### config.mk
export PLATFORM = sky130hd
export DESIGN_NAME = pin_drive_formatter
export DESIGN_NICKNAME = d
export VERILOG_FILES = /design/src/rtl/pin_fmt_pkg.sv /design/src/rtl/pin_fmt_window.sv /design/src/rtl/pin_fmt_path.sv /design/src/rtl/pin_drive_formatter.sv
export SDC_FILE = /design/constraint.sdc
export NUM_CORES = 1
export LEC_CHECK = 0
export BUFFER_PORTS_ARGS = -buffer_cell sky130_fd_sc_hd__buf_2
export CAP_MARGIN = 20
export CORE_MARGIN = 10
export CORE_UTILIZATION = 35
export DETAILED_ROUTE_END_ITERATION = 6
export HOLD_SLACK_MARGIN = 0.06
export SETUP_SLACK_MARGIN = 0.02
export SYNTH_ARGS = -nofsm -noshare
export SYNTH_HDL_FRONTEND = slang
export SYNTH_SLANG_ARGS = --single-unit
### constraint.sdc
create_clock -name clk -period 3.12 [get_ports clk]
set_input_delay 0.468 -clock clk [delete_from_list [all_inputs] [get_ports clk]]
set_output_delay 0.468 -clock clk [all_outputs]
set_load 0.005 [all_outputs]
### src/rtl/pin_fmt_pkg.sv
package pin_fmt_pkg;

    localparam int FMT_W  = 3;
    localparam int LOAD_W = 2;

    typedef enum logic [FMT_W-1:0] {
        WAVE_NRZ  = 3'd0,
        WAVE_RZ   = 3'd1,
        WAVE_RTO  = 3'd2,
        WAVE_SURR = 3'd3,
        WAVE_ONE  = 3'd4,
        WAVE_ZERO = 3'd5
    } wave_code_e;

    typedef enum logic [LOAD_W-1:0] {
        LOAD_FOLLOW = 2'd0,
        LOAD_ON     = 2'd1,
        LOAD_OFF    = 2'd2
    } load_code_e;

    typedef struct packed {
        logic open;
    } win_state_t;

    typedef struct packed {
        logic pat;
        logic held;
        logic wave;
    } path_state_t;

    typedef struct packed {
        logic load;
    } top_state_t;

endpackage

### src/rtl/pin_fmt_window.sv
module pin_fmt_window
    import pin_fmt_pkg::*;
(
    input  logic clk,
    input  logic rst_n,
    input  logic cyc_start,
    input  logic edge_open,
    input  logic edge_close,
    output logic win_next,
    output logic win_now
);

    win_state_t st_d, st_q;

    always_comb begin
        st_d = st_q;
        // period start shuts the window; open pulse sets it; close wins over open
        st_d.open = ((st_q.open & ~cyc_start) | edge_open) & ~edge_close;
    end

    always_ff @(posedge clk or negedge rst_n) begin
        if (!rst_n) begin
            st_q <= '0;
        end else begin
            st_q <= st_d;
        end
    end

    assign win_next = st_d.open;
    assign win_now  = st_q.open;

endmodule

### src/rtl/pin_fmt_path.sv
module pin_fmt_path
    import pin_fmt_pkg::*;
#(
    parameter int CODE_W = FMT_W
) (
    input  logic              clk,
    input  logic              rst_n,
    input  logic              cyc_start,
    input  logic              pat_in,
    input  logic              edge_open,
    input  logic              edge_close,
    input  logic [CODE_W-1:0] code,
    output logic              wave_next,
    output logic              wave_q
);

    path_state_t st_d, st_q;
    logic        win_n;
    logic        win_c;
    logic        pat_eff;

    pin_fmt_window u_win (
        .clk        (clk),
        .rst_n      (rst_n),
        .cyc_start  (cyc_start),
        .edge_open  (edge_open),
        .edge_close (edge_close),
        .win_next   (win_n),
        .win_now    (win_c)
    );

    always_comb begin
        st_d    = st_q;
        pat_eff = cyc_start ? pat_in : st_q.pat;
        st_d.pat  = pat_eff;
        st_d.held = edge_open ? pat_eff : st_q.held;
        case (wave_code_e'(code))
            WAVE_NRZ:  st_d.wave = st_d.held;
            WAVE_RZ:   st_d.wave = pat_eff & win_n;
            WAVE_RTO:  st_d.wave = pat_eff | ~win_n;
            WAVE_SURR: st_d.wave = ~(pat_eff ^ win_n);
            WAVE_ONE:  st_d.wave = 1'b1;
            WAVE_ZERO: st_d.wave = 1'b0;
            default:   st_d.wave = 1'b0;
        endcase
    end

    always_ff @(posedge clk or negedge rst_n) begin
        if (!rst_n) begin
            st_q <= '0;
        end else begin
            st_q <= st_d;
        end
    end

    assign wave_next = st_d.wave;
    assign wave_q    = st_q.wave;

endmodule

### src/rtl/pin_drive_formatter.sv
module pin_drive_formatter
    import pin_fmt_pkg::*;
(
    input  logic              clk,
    input  logic              rst_n,
    input  logic              cyc_start,
    input  logic              pat_data,
    input  logic              pat_en,
    input  logic              data_edge_open,
    input  logic              data_edge_close,
    input  logic              en_edge_open,
    input  logic              en_edge_close,
    input  logic [FMT_W-1:0]  data_fmt,
    input  logic [FMT_W-1:0]  en_fmt,
    input  logic [LOAD_W-1:0] load_mode,
    output logic              drv_data,
    output logic              drv_en,
    output logic              load_en
);

    localparam int PATHS    = 2;
    localparam int IDX_DATA = 0;
    localparam int IDX_EN   = 1;

    logic [PATHS-1:0]            pat_v;
    logic [PATHS-1:0]            open_v;
    logic [PATHS-1:0]            close_v;
    logic [PATHS-1:0][FMT_W-1:0] code_v;
    logic [PATHS-1:0]            wave_n_v;
    logic [PATHS-1:0]            wave_q_v;

    assign pat_v   = {pat_en, pat_data};
    assign open_v  = {en_edge_open, data_edge_open};
    assign close_v = {en_edge_close, data_edge_close};
    assign code_v  = {en_fmt, data_fmt};

    for (genvar p = 0; p < PATHS; p++) begin : g_path
        pin_fmt_path #(
            .CODE_W (FMT_W)
        ) u_path (
            .clk        (clk),
            .rst_n      (rst_n),
            .cyc_start  (cyc_start),
            .pat_in     (pat_v[p]),
            .edge_open  (open_v[p]),
            .edge_close (close_v[p]),
            .code       (code_v[p]),
            .wave_next  (wave_n_v[p]),
            .wave_q     (wave_q_v[p])
        );
    end

    top_state_t st_d, st_q;

    always_comb begin
        st_d = st_q;
        case (load_code_e'(load_mode))
            LOAD_FOLLOW: st_d.load = ~wave_n_v[IDX_EN];
            LOAD_ON:     st_d.load = 1'b1;
            default:     st_d.load = 1'b0;
        endcase
    end

    always_ff @(posedge clk or negedge rst_n) begin
        if (!rst_n) begin
            st_q <= '0;
        end else begin
            st_q <= st_d;
        end
    end

    assign drv_data = wave_q_v[IDX_DATA];
    assign drv_en   = wave_q_v[IDX_EN];
    assign load_en  = st_q.load;

endmodule

---- Word level (Yosys, flattened, before mapping) ----
Cells that the tools add are included.
storage, ports and cells
  logic and storage cells ................. 48
  output and inout port bits .............. 3
  flip-flop bits (word level) ............. 9
cells by class
  reduce and logical (&&, ||, !) cells .... 3
  mux-type cells .......................... 7
  bitwise operators ....................... 20
  eq/ne operators ......................... 9
operators with widths
  kind                number
  $eq 3x2->1 const B  4
  $pmux 1 s5          2
  $not 1->1           8
  $and 1x1->1         6
  $eq 3x1->1 const B  2
  $eq 3x3->1 const B  2
  $logic_not 3->1     2
  $mux 1              4
  $or 1x1->1          4
  $eq 2x1->1 const B  1
  $logic_not 2->1     1
  $pmux 1 s2          1
  $xor 1x1->1         2

---- Depth between registers and ports, before layout ----
Gate-level depths: netlist (run 1).
  depth after elaboration ................. 9
  mapped depth ............................ 7
  mapped depth without buffers ............ 7

---- By module ----
A second synthesis (run 1) with hierarchy kept.
unflattened totals
  cell total of the unflattened synthesis .. 41
  area, all modules ....................... 470.5 um2
by module, submodules not included
  module               area an instance (um2)  cells each  times used  sequential area each (um2)
  pin_fmt_path         172.7                   15          2           75.1
  pin_fmt_window       43.8                    4           2           25.0
  pin_drive_formatter  37.5                    3           1           25.0

---- Least setup slack after synthesis (run 1) ----
No wires, ideal clock.
  path type ............................... in2reg
  from .................................... in cyc_start
  to ...................................... reg st_q, in the netlist load_en
  setup slack ............................. 1.495 ns
  arrival ................................. 1.559 ns
  required time ........................... 3.054 ns
  stages .................................. 6
  library setup time ...................... 0.066 ns
  cell sequence ........................... mux2i_2 > inv_1 > ha_1 > mux2_2 > a21oi_1 > o311a_1
RTL lines
  element                       RTL line                   source
  from (decl)                   pin_drive_formatter.sv:6   input logic cyc_start,
  $mux 1 (*)                    pin_fmt_path.sv:34         pat_eff = cyc_start ? pat_in : st_q.pat;
  net g_path[1].u_path.pat_eff  pin_fmt_path.sv:20         logic pat_eff;
  $xor 1x1->1                   pin_fmt_path.sv:41         WAVE_SURR: st_d.wave = ~(pat_eff ^ win_n);
  $not 1->1                     pin_fmt_path.sv:41
  $pmux 1 s5 (*)                pin_fmt_path.sv:37         case (wave_code_e'(code))
  $not 1->1 (*)                 pin_drive_formatter.sv:58  LOAD_FOLLOW: st_d.load = ~wave_n_v[IDX_EN];
  $pmux 1 s2 (*)                pin_drive_formatter.sv:57  case (load_code_e'(load_mode))
  net st_d                      pin_drive_formatter.sv:53  top_state_t st_d, st_q;
  to (signal assigned)          pin_drive_formatter.sv:68  st_q <= st_d;
  to (decl)                     pin_drive_formatter.sv:53
Mark *: on every way through the listed nets, which the timed path passes. The rest lies on a longest branch.

---- Worst setup path in the final report (run 1) ----
Ends and elaborated chain as after synthesis.

==> results of run 1 <==
[area by class of cell]
type,count,share of cell area
tap,15,0.0301
multi-input combinational,29,0.367
timing repair buffer,20,0.169
inverter,5,0.0301
clock buffer,4,0.0422
sequential,9,0.361
[through the flow]
step | util | power [uW] | hold slack, ns | area, um2 | std cells
6_report | 0.485 | 270 | 0.391 | 623 | 82
5_1_grt | 0.485 | 290 | 0.383 | 623 | 82
3_3_place_gp | 0.457 | 186 | 0.328 | 587 | 77
4_1_cts | 0.485 | 275 | 0.386 | 623 | 82
2_1_floorplan | - | 161 | 0.172 | 473 | 43
3_5_place_dp | 0.457 | 186 | 0.326 | 587 | 77
[registers in the layout, indices dropped and copies added (netlist names)]
| signal | cells |
|---|---|
| g_path.u_path.st_q | 4 |
| g_path.u_path.u_win.win_now | 2 |
| g_path.u_path.wave_q | 2 |
| load_en | 1 |
[final timing paths]
check,endpoint,cells after the start
worst max-delay path,load_en,7
worst min-delay path,g_path[0].u_path.u_win.win_now,2
worst max register to register,load_en,6
worst min register to register,g_path[1].u_path.st_q[1],2
max in group asynchronous,g_path[1].u_path.st_q[2],2
min in group asynchronous,g_path[0].u_path.wave_q,2
[cells in the mapped netlist, drive strengths merged (2+ instances only)]
master  instances  area [um2]
or3             2        12.5
nor3b           2        15.0
ha              4        50.1
mux2i           2        23.8
inv             5        18.8
dfrtp           9         225
nor2            3        11.3
mux2            2        22.5
a21oi           5        25.0
[power breakdown]
group	switching, uW	internal, uW
Clock	36.5	49.0
Combinational	26.0	27.2
Sequential	2.94	128
[metal layers]
layer / vias to the layer above / GRT usage / part of all wire
li1: 203 / - / -
met1: 178 / 0.0563 / 0.39
met2: 11 / 0.0893 / 0.49
met3: 0 / 0.0607 / 0.11
met4: 0 / 0 / 0
met5: - / 0 / 0
[kinds of logic after synthesis]
| group | after synthesis | share of synthesized area |
|---|---|---|
| and+or+nand+nor | 10 | 0.122 |
| DFF | 9 | 0.476 |
| buffers and inverters | 5 | 0.0397 |
| adders and majority gates | 4 | 0.106 |
| muxes | 4 | 0.0979 |
| AOI/OAI and AO/OA | 11 | 0.159 |
[worst max-delay path: stages]
cell and delay [ns]:
buf_2 0.12, mux2i_2 0.32, inv_1 0.10, ha_1 0.21, mux2_2 0.26, a21oi_1 0.21, o311a_1 0.18
==> results by group, run 1 <==
Clock tree
  – Post-CTS sizing: 0
  – CTS Buffer Depth: 2
  – CTS Hold Buffers Added: 1
  – CTS tree: done
  – Clock root cell: clkbuf_4
  – CTS Sinks: 9
  – Clk pin slew, worst setup/hold paths: 0.06 ns
  – CTS Buf Count: 3
  – Worst-skew pair later-pin latency: 0.25 ns
  – CTS H-tree depth: 1
  – Post-CTS Setup Inserts: 0

Die
  – Die Span X: 56.8 um
  – Site row count: 13
  – Initial cell density of the core: 0.368
  – Placeable Area: 1280 um2
  – Top Ports: 20
  – Die H: 56.8 um
  – Die area: 3220 um2

Critical path
  – CP arrival: 1.86 ns
  – Crit-path max FO: 5
  – Worst r2r src: g_path[1].u_path.st_q[2]
  – Crit path required time: 3.31 ns
  – CP Launch Point: cyc_start
  – CP endpoint kind: flip-flop
  – Crit path kind: input pin to flip-flop
  – Critical Path Source Type: input pin
  – Flop2flop setup slack: 1.48 ns

Synthesis
  – Syn nets: 64
  – Synthesized area: 473 um2
  – EDFF count, synth: 0
  – Cell variety after synth: 19
  – Ys flop type: dfrtp_1
  – Mapped Cells: 43
  – Post-synthesis sequential area ratio: 0.476
  – Ys Warns: 0
  – Mean post-synth cell area: 11.0 um2
  – Post-synthesis register bit count: 9
  – Asr flop ratio synth: 1.00

Drt
  – Final WL: 992 um
  – DRC violations left: 0
  – Pre-antenna DRT Iters: 2
  – Post-route ant nets: 0
  – Number of DRC markers in iteration 0: 1
  – Routed WL per cell: 12.1 um
  – Via count: 392
  – Vias per Instance: 4.78

Global route
  – GR Overflow Total: 0
  – First-pass GRT wire length: 1.49 mm
  – Vias in the first global route: 378
  – Largest net degree at the start of global routing: 10
  – GRT Util Overall: 0.0577
  – Initial antenna violation count: 0

STA
  – Fin crit share: 0.536
  – Final WS setup: 1.45 ns
  – Slew Limit Fails: 0
  – Final hold vios: 0
  – Minimum clock period: 1.67 ns
  – Worst-Margin Slew: 0.286 ns
  – RSZ-0062 raised after global routing: false
  – TNS Setup: 0 ns
  – Final Setup Violations: 0
  – Max Fclk: 598 MHz
  – Slew margin rel.: 0.806
  – Layout Skew: 0.00142 ns

Final layout
  – Share of layout cells above drive strength 1: 0.388
  – Total Nets Final: 89
  – Commonest non-fill, non-tap cell in the layout: buf_2
  – Antenna cells: 0
  – Fill count: 146
  – Register area: 225 um2
  – Area of the multi-input gates: 229 um2
  – Most frequent cells in the layout: buf_2 (19), dfrtp_1 (9), inv_1 (5), a21oi_1 (5), ha_1 (4)
  – Area growth syn-to-layout: 31.7%

Placement
  – Port bufs: 19
  – Routability cong.: 0.740
  – Post-Place Worst Slack: 1.18 ns
  – Post-detail-place hpwl: 863 um

Power and ir drop
  – Maximum vdd ir drop: 0.253 mV
  – Power per cell area: 433 nW/um2
  – Leak pwr: 0.000329 uW

Worst hold path
  – Worst hold path class: input pin to flip-flop
  – Hold Path Origin: data_edge_close

Status
  – Status: complete, no violations

Run
  – Max-cap viol count: 0
No activity file was read; power rests on OpenSTA's default activity.
==> inputs of run 2 (changes only) <==
==> constraint.sdc (replaced) <==
create_clock -name clk -period 1.5 [get_ports clk]
set_input_delay 0.225 -clock clk [delete_from_list [all_inputs] [get_ports clk]]
set_output_delay 0.225 -clock clk [all_outputs]
set_load 0.005 [all_outputs]
==> run 2 against run 1 <==
  * The run now ends with setup timing left
  * Hold slack got worse by 0.25 ns
  * Non-clock buffer count up 7
  * Worst setup slack worse by 1.5 ns
  * Cell count increased by 8.5%
  * Die area stayed put
  * Design area rose by 18%
==> results by group, run 2 (synthesis gave the netlist of run 1 again) <==
Critical path
  – CP arrival: 1.67 ns (-0.19 ns)
  – Flop2flop setup slack: -0.03 ns (-1.51 ns)
  – CP endpoint kind: flip-flop
  – Worst r2r src: g_path[1].u_path.u_win.win_now
  – Reg2Reg Depth: 6 (unchanged)
  – Crit-path max FO: 3 (-2)
  – Critical Path Source Type: flip-flop
  – Critical R2R Capture: load_en
  – Crit path required time: 1.64 ns (-1.67 ns)
  – Crit path kind: flip-flop to flip-flop

Clock tree
  – CTS Buf Count: 3 (unchanged)
  – CTS Buffer Depth: 2 (unchanged)
  – CTS H-tree depth: 1 (unchanged)
  – CTS Sinks: 9 (unchanged)
  – Clk pin slew, worst setup/hold paths: 0.06 ns (about the same)
  – Worst-skew pair later-pin latency: 0.26 ns (about the same)
  – Clock root cell: clkbuf_4
  – CTS tree: done

Drt
  – Post-route ant nets: 0 (unchanged)
  – Routed WL per cell: 13.7 um (+13%)
  – Via count: 444 (+13%)
  – Pre-antenna DRT Iters: 3 (+1)
  – Final WL: 1.22 mm (+23%)
  – Number of DRC markers in iteration 0: 3 (+2)
  – DRC violations left: 0 (unchanged)
  – Vias per Instance: 4.99 (+4.4%)

Final layout
  – Max reg flops: 4 (unchanged)
  – Most frequent cells in the layout: buf_2 (19), dfrtp_1 (9), buf_4 (7), inv_1 (5)
  – Finished Layout Cells: 89 (+8.5%)
  – Share of layout cells above drive strength 1: 0.622 (+0.234)
  – Register bank with the most flops: g_path.u_path.st_q
  – Area growth syn-to-layout: 55.6%
  – Total Nets Final: 96 (+7.9%)
  – Antenna cells: 0 (unchanged)
  – Commonest non-fill, non-tap cell in the layout: buf_2
  – Final core utilization: 0.573 (+0.0876)

Run
  – Max-cap viol count: 0 (unchanged)

STA
  – Worst-Margin Slew: 0.258 ns (-0.0277 ns)
  – Final WS setup: -0.0311 ns (-1.48 ns)
  – Max Fclk: 653 MHz
  – Layout Skew: 0.00465 ns (+0.00323 ns)
  – Slew margin rel.: 0.827 (+0.0215)
  – Fin crit share: 1.02
  – Final hold vios: 0 (unchanged)
  – Final Setup Violations: 1 (+1)
  – RSZ-0062 raised after global routing: true
  – Minimum clock period: 1.53 ns
  – Slew Limit Fails: 0 (unchanged)

Die
  – Die Span X: 56.8 um (unchanged)
  – Top Ports: 20 (unchanged)
  – Initial cell density of the core: 0.368 (unchanged)
  – Placeable Area: 1280 um2 (unchanged)
  – Site row count: 13 (unchanged)
  – Die area: 3220 um2 (unchanged)
  – Die H: 56.8 um (unchanged)

Global route
  – Initial antenna violation count: 0 (unchanged)
  – First-pass GRT wire length: 1.79 mm (+20%)
  – Largest net degree at the start of global routing: 10 (unchanged)
  – GRT Util Overall: 0.0689 (+0.0112)
  – GR Overflow Total: 0 (unchanged)
  – Vias in the first global route: 426 (+13%)

Power and ir drop
  – Cell internal pwr: 458 uW (+120%)
  – Maximum vdd ir drop: 0.818 mV (+220%)
  – Combinational group share of total power: 0.267 (+0.069)
  – Clock network power share: 0.288 (-0.029)
  – Sw power: 157 uW (+140%)
  – Sequential Power Share: 0.445 (-0.040)
  – Switching part of the total: 0.256 (+0.0128)
  – Leak pwr: 0.000368 uW (+12%)
  – Power per cell area: 836 nW/um2 (+93%)
  – Overall power: 615 uW (+130%)

Placement
  – Routability cong.: 0.709 (-4.2%)
  – Placed insts: 81 (+5.2%)
  – Port bufs: 19 (unchanged)
  – Post-Place Worst Slack: -0.163 ns (-1.34 ns)
  – Post-detail-place hpwl: 894 um (+3.6%)

Worst hold path
  – Worst hold path class: input pin to flip-flop
  – Min-Delay Endpoint: g_path[1].u_path.u_win.win_now
  – Hold Path Origin: en_edge_close
  – Worst hold path depth: 2 (unchanged)

Status
  – Status: finished with violations
  – Failing checks: setup timing
## run 2: power groups by stage
stage | clock (uW) | combinational (uW) | sequential, uW
final | 177 | 164 | 274
after global routing | 201 | 182 | 276
after CTS | 185 | 137 | 273
after detailed placement | 0 | 124 | 277
after global placement | 0 | 124 | 277
after floorplan | 0 | 56.8 | 277
## run 2: through the flow
step / area [um2] / setup TNS (ns) / hold WS [ns]
4_1_cts: 674 / -0.0214 / 0.140
6_report: 736 / -0.0311 / 0.142
5_1_grt: 736 / -0.200 / 0.127
3_5_place_dp: 617 / -0.318 / 0.0803
2_1_floorplan: 473 / 0 / -0.0706
3_3_place_gp: 617 / -0.205 / 0.0846
## run 2: critical path, stage by stage, from the launching register on
cell     delay, ns
dfrtp_1       0.37
a21oi_2       0.16
nor2_2        0.07
ha_2          0.19
nor3b_2       0.28
a21oi_4       0.05
o311a_1       0.31
## run 2: worst max-delay path by stage
stage,from,endpoint,slack (ns),depth (start not counted)
after global placement,cyc_start,load_en,-0.09,8
after floorplan,g_path[1].u_path.st_q[2],load_en,0.03,6
after detailed placement,cyc_start,load_en,-0.16,8
after global routing,g_path[1].u_path.u_win.win_now,load_en,-0.12,6
after CTS,g_path[1].u_path.st_q[2],load_en,-0.02,5
final,g_path[1].u_path.u_win.win_now,load_en,-0.03,6
## run 2: what timing repair did
| item | in CTS | in global routing |
|---|---|---|
| hold buffers | 1 | 0 |
| endpoints found under the setup margin | 3 | 3 |
| buffers inserted | 1 | 2 |
| pin swaps | 4 | 6 |
| hold endpoints to repair | 9 | 0 |
| gates resized for setup | 4 | 11 |
## run 2: area by class of cell
| type | count | area, um2 |
|---|---|---|
| repair buffers | 27 | 158 |
| flip-flops and latches | 9 | 225 |
| inverters | 5 | 18.8 |
| clock buffers | 4 | 26.3 |
| well taps | 15 | 18.8 |
| multi-input cells | 29 | 289 |
| fillers | 120 | 549 |
## run 2: routing by layer
metal | vias to the layer above | track usage | wire length (um)
li1 | 219 | - | -
met1 | 212 | 0.0678 | 412
met2 | 11 | 0.110 | 686
met3 | 2 | 0.0607 | 113
met4 | 0 | 0.0101 | 7
met5 | - | 0 | 0
==> inputs of run 3 (changes only) <==
--- a/config.mk
+++ b/config.mk
@@ -9,6 +9,7 @@
 export CAP_MARGIN = 20
 export CORE_MARGIN = 10
 export CORE_UTILIZATION = 35
+export CTS_BUF_LIST = sky130_fd_sc_hd__clkbuf_4 sky130_fd_sc_hd__clkbuf_8
 export DETAILED_ROUTE_END_ITERATION = 6
 export HOLD_SLACK_MARGIN = 0.06
 export SETUP_SLACK_MARGIN = 0.02
==> run 3 against run 2 <==
  * The flow still finishes with violations (setup timing)
  * Non-clock buffer count stayed put
  * Worst setup slack got worse by 0.0053 ns
  * First-iteration DRC count increased by 33%
  * Critical path depth unchanged
  * Sequential cell count did not move
  * Global-route usage increased by 0.18 points
  * Clock-buffer cell count unchanged
  * Design area is 0.17% higher
  * Total power rose by 3.1%
  * Sequential power hardly changed
  * Die area unchanged
==> results by group, run 3 (synthesis gave the netlist of run 1 again) <==
Final layout
  – Total Nets Final: 96 (unchanged)
  – Antenna cells: 0 (unchanged)
  – Final core utilization: 0.574 (+0.000974)
  – Commonest non-fill, non-tap cell in the layout: buf_2
  – Register bank with the most flops: g_path.u_path.st_q
  – Fill count: 126 (+5.0%)
  – Max reg flops: 4 (unchanged)
  – Area growth syn-to-layout: 55.8%
  – Design area: 737 um2 (+0.17%)
  – Most frequent cells in the layout: buf_2 (19), dfrtp_1 (9), buf_4 (7), inv_1 (5), clkbuf_4 (4)
  – Share of layout cells above drive strength 1: 0.622 (unchanged)

Drt
  – Number of DRC markers in iteration 0: 4 (+1)
  – Routed WL per cell: 14.3 um (+4.1%)
  – Pre-antenna DRT Iters: 3 (unchanged)
  – Via count: 444 (unchanged)
  – Post-route ant nets: 0 (unchanged)
  – Vias per Instance: 4.99 (unchanged)
  – Final WL: 1.27 mm (+4.1%)
  – DRC violations left: 0 (unchanged)

Clock tree
  – CTS tree: done
  – Clock root cell: clkbuf_4
  – Clk pin slew, worst setup/hold paths: 0.06 ns (about the same)
  – CTS Buffer Depth: 2 (unchanged)
  – CTS Buf Count: 3 (unchanged)
  – CTS H-tree depth: 1 (unchanged)
  – CTS Sinks: 9 (unchanged)
  – Worst-skew pair later-pin latency: 0.26 ns (about the same)

Global route
  – First-pass GRT wire length: 1.83 mm (+1.9%)
  – GRT Util Overall: 0.0707 (+0.00176)
  – Vias in the first global route: 435 (+2.1%)
  – Largest net degree at the start of global routing: 10 (unchanged)
  – GR Overflow Total: 0 (unchanged)
  – Initial antenna violation count: 0 (unchanged)

STA
  – Slew Limit Fails: 0 (unchanged)
  – Final hold vios: 0 (unchanged)
  – Layout Skew: 0.00234 ns (-0.00232 ns)
  – Final WS setup: -0.0364 ns (-0.00529 ns)
  – Max Fclk: 651 MHz (-0.34%)
  – Slew margin rel.: 0.825 (-0.00247)
  – Minimum clock period: 1.54 ns (+0.00529 ns)
  – RSZ-0062 raised after global routing: true
  – Worst-Margin Slew: 0.262 ns (+0.00370 ns)
  – Final Setup Violations: 1 (unchanged)
  – Fin crit share: 1.02 (+0.00353)
  – TNS Setup: -0.0364 ns (-0.00529 ns)

Die
  – Die Span X: 56.8 um (unchanged)
  – Die H: 56.8 um (unchanged)
  – Die area: 3220 um2 (unchanged)
  – Site row count: 13 (unchanged)
  – Initial cell density of the core: 0.368 (unchanged)
  – Top Ports: 20 (unchanged)
  – Placeable Area: 1280 um2 (unchanged)

Status
  – Failing checks: setup timing
  – Status: finished with violations

Critical path
  – Crit-path max FO: 3 (unchanged)
  – Critical Path Source Type: flip-flop
  – Crit path required time: 1.64 ns (about the same)
  – Crit path kind: flip-flop to flip-flop
  – CP arrival: 1.67 ns (about the same)
  – CP endpoint kind: flip-flop

Worst hold path
  – Worst hold path class: input pin to flip-flop

Placement
  – Port bufs: 19 (unchanged)
  – Routability cong.: 0.709 (unchanged)
  – Post-detail-place hpwl: 894 um (unchanged)
  – Post-Place Worst Slack: -0.163 ns (unchanged)
  – Post-Place Cell Area: 617 um2 (unchanged)

Power and ir drop
  – Leak pwr: 0.000373 uW (+1.5%)
  – Power per cell area: 861 nW/um2 (+2.9%)
  – Maximum vdd ir drop: 0.833 mV (+1.7%)

Run
  – Max-cap viol count: 0 (unchanged)
-- run 3: cell count changes in the layout (fill, tap and decap cells not counted) --
cell	change
ha_1	+1
ha_2	-1
clkbuf_4	+1
clkbuf_1	-1
-- run 3: report_power, final --
group / internal (uW) / leakage [uW] / switching (uW) / total (uW)
combinational: 88.4 / 0.000245 / 74.8 / 163
sequential: 266 / 0.000109 / 8.00 / 274
clock: 120 / 0.0000184 / 77.0 / 197
total: 474 / 0.000373 / 160 / 634
-- run 3: area by class of cell --
class	instances	area, um2	area share
clock buffer	4	30.0	0.0407
inverter	5	18.8	0.0255
multi-input combinational	29	287	0.389
sequential	9	225	0.306
tap	15	18.8	0.0255
timing repair buffer	27	158	0.214
-- run 3: stage by stage --
step,cells,total power [uW],hold slack [ns]
finish,89,634,0.164
global route,89,675,0.159
CTS,88,621,0.140
detailed placement,81,401,0.0803
global placement,81,401,0.0846
floorplan,43,334,-0.0706
-- run 3: final timing paths --
kind / start / to / slack (ns) / cells past startpoint
max: g_path[1].u_path.u_win.win_now / load_en / -0.04 / 6
max in group asynchronous: rst_n / g_path[0].u_path.st_q[2] / 0.98 / 2
min in group asynchronous: rst_n / load_en / 0.35 / 2
min reg2reg: g_path[1].u_path.st_q[1] / g_path[1].u_path.st_q[1] / 0.53 / 2
min: data_edge_close / g_path[0].u_path.u_win.win_now / 0.16 / 2
max reg2reg: g_path[1].u_path.u_win.win_now / load_en / -0.04 / 6
-- run 3: repair_timing --
action / CTS / global route
hold buffers: 1 / 0
resized for setup: 5 / 9
setup buffers: 2 / 1
setup endpoints to repair: 3 / 3
pin swaps: 2 / 3
endpoints found under the hold margin: 9 / 0
-- run 3: layer usage --
layer | up-vias | share of wire | global-route usage
met2 | 11 | 0.57 | 0.118
met3 | 2 | 0.089 | 0.0607
met1 | 212 | 0.34 | 0.0664
li1 | 219 | - | -
met5 | - | 0 | 0
met4 | 0 | 0.0055 | 0.0101
-- run 3: worst max-delay path: stages, from the launching register on --
cell     delay [ns]
dfrtp_1        0.38
a21oi_2        0.14
nor2_2         0.06
ha_1           0.20
nor3b_2        0.27
a21oi_4        0.05
o311a_1        0.31
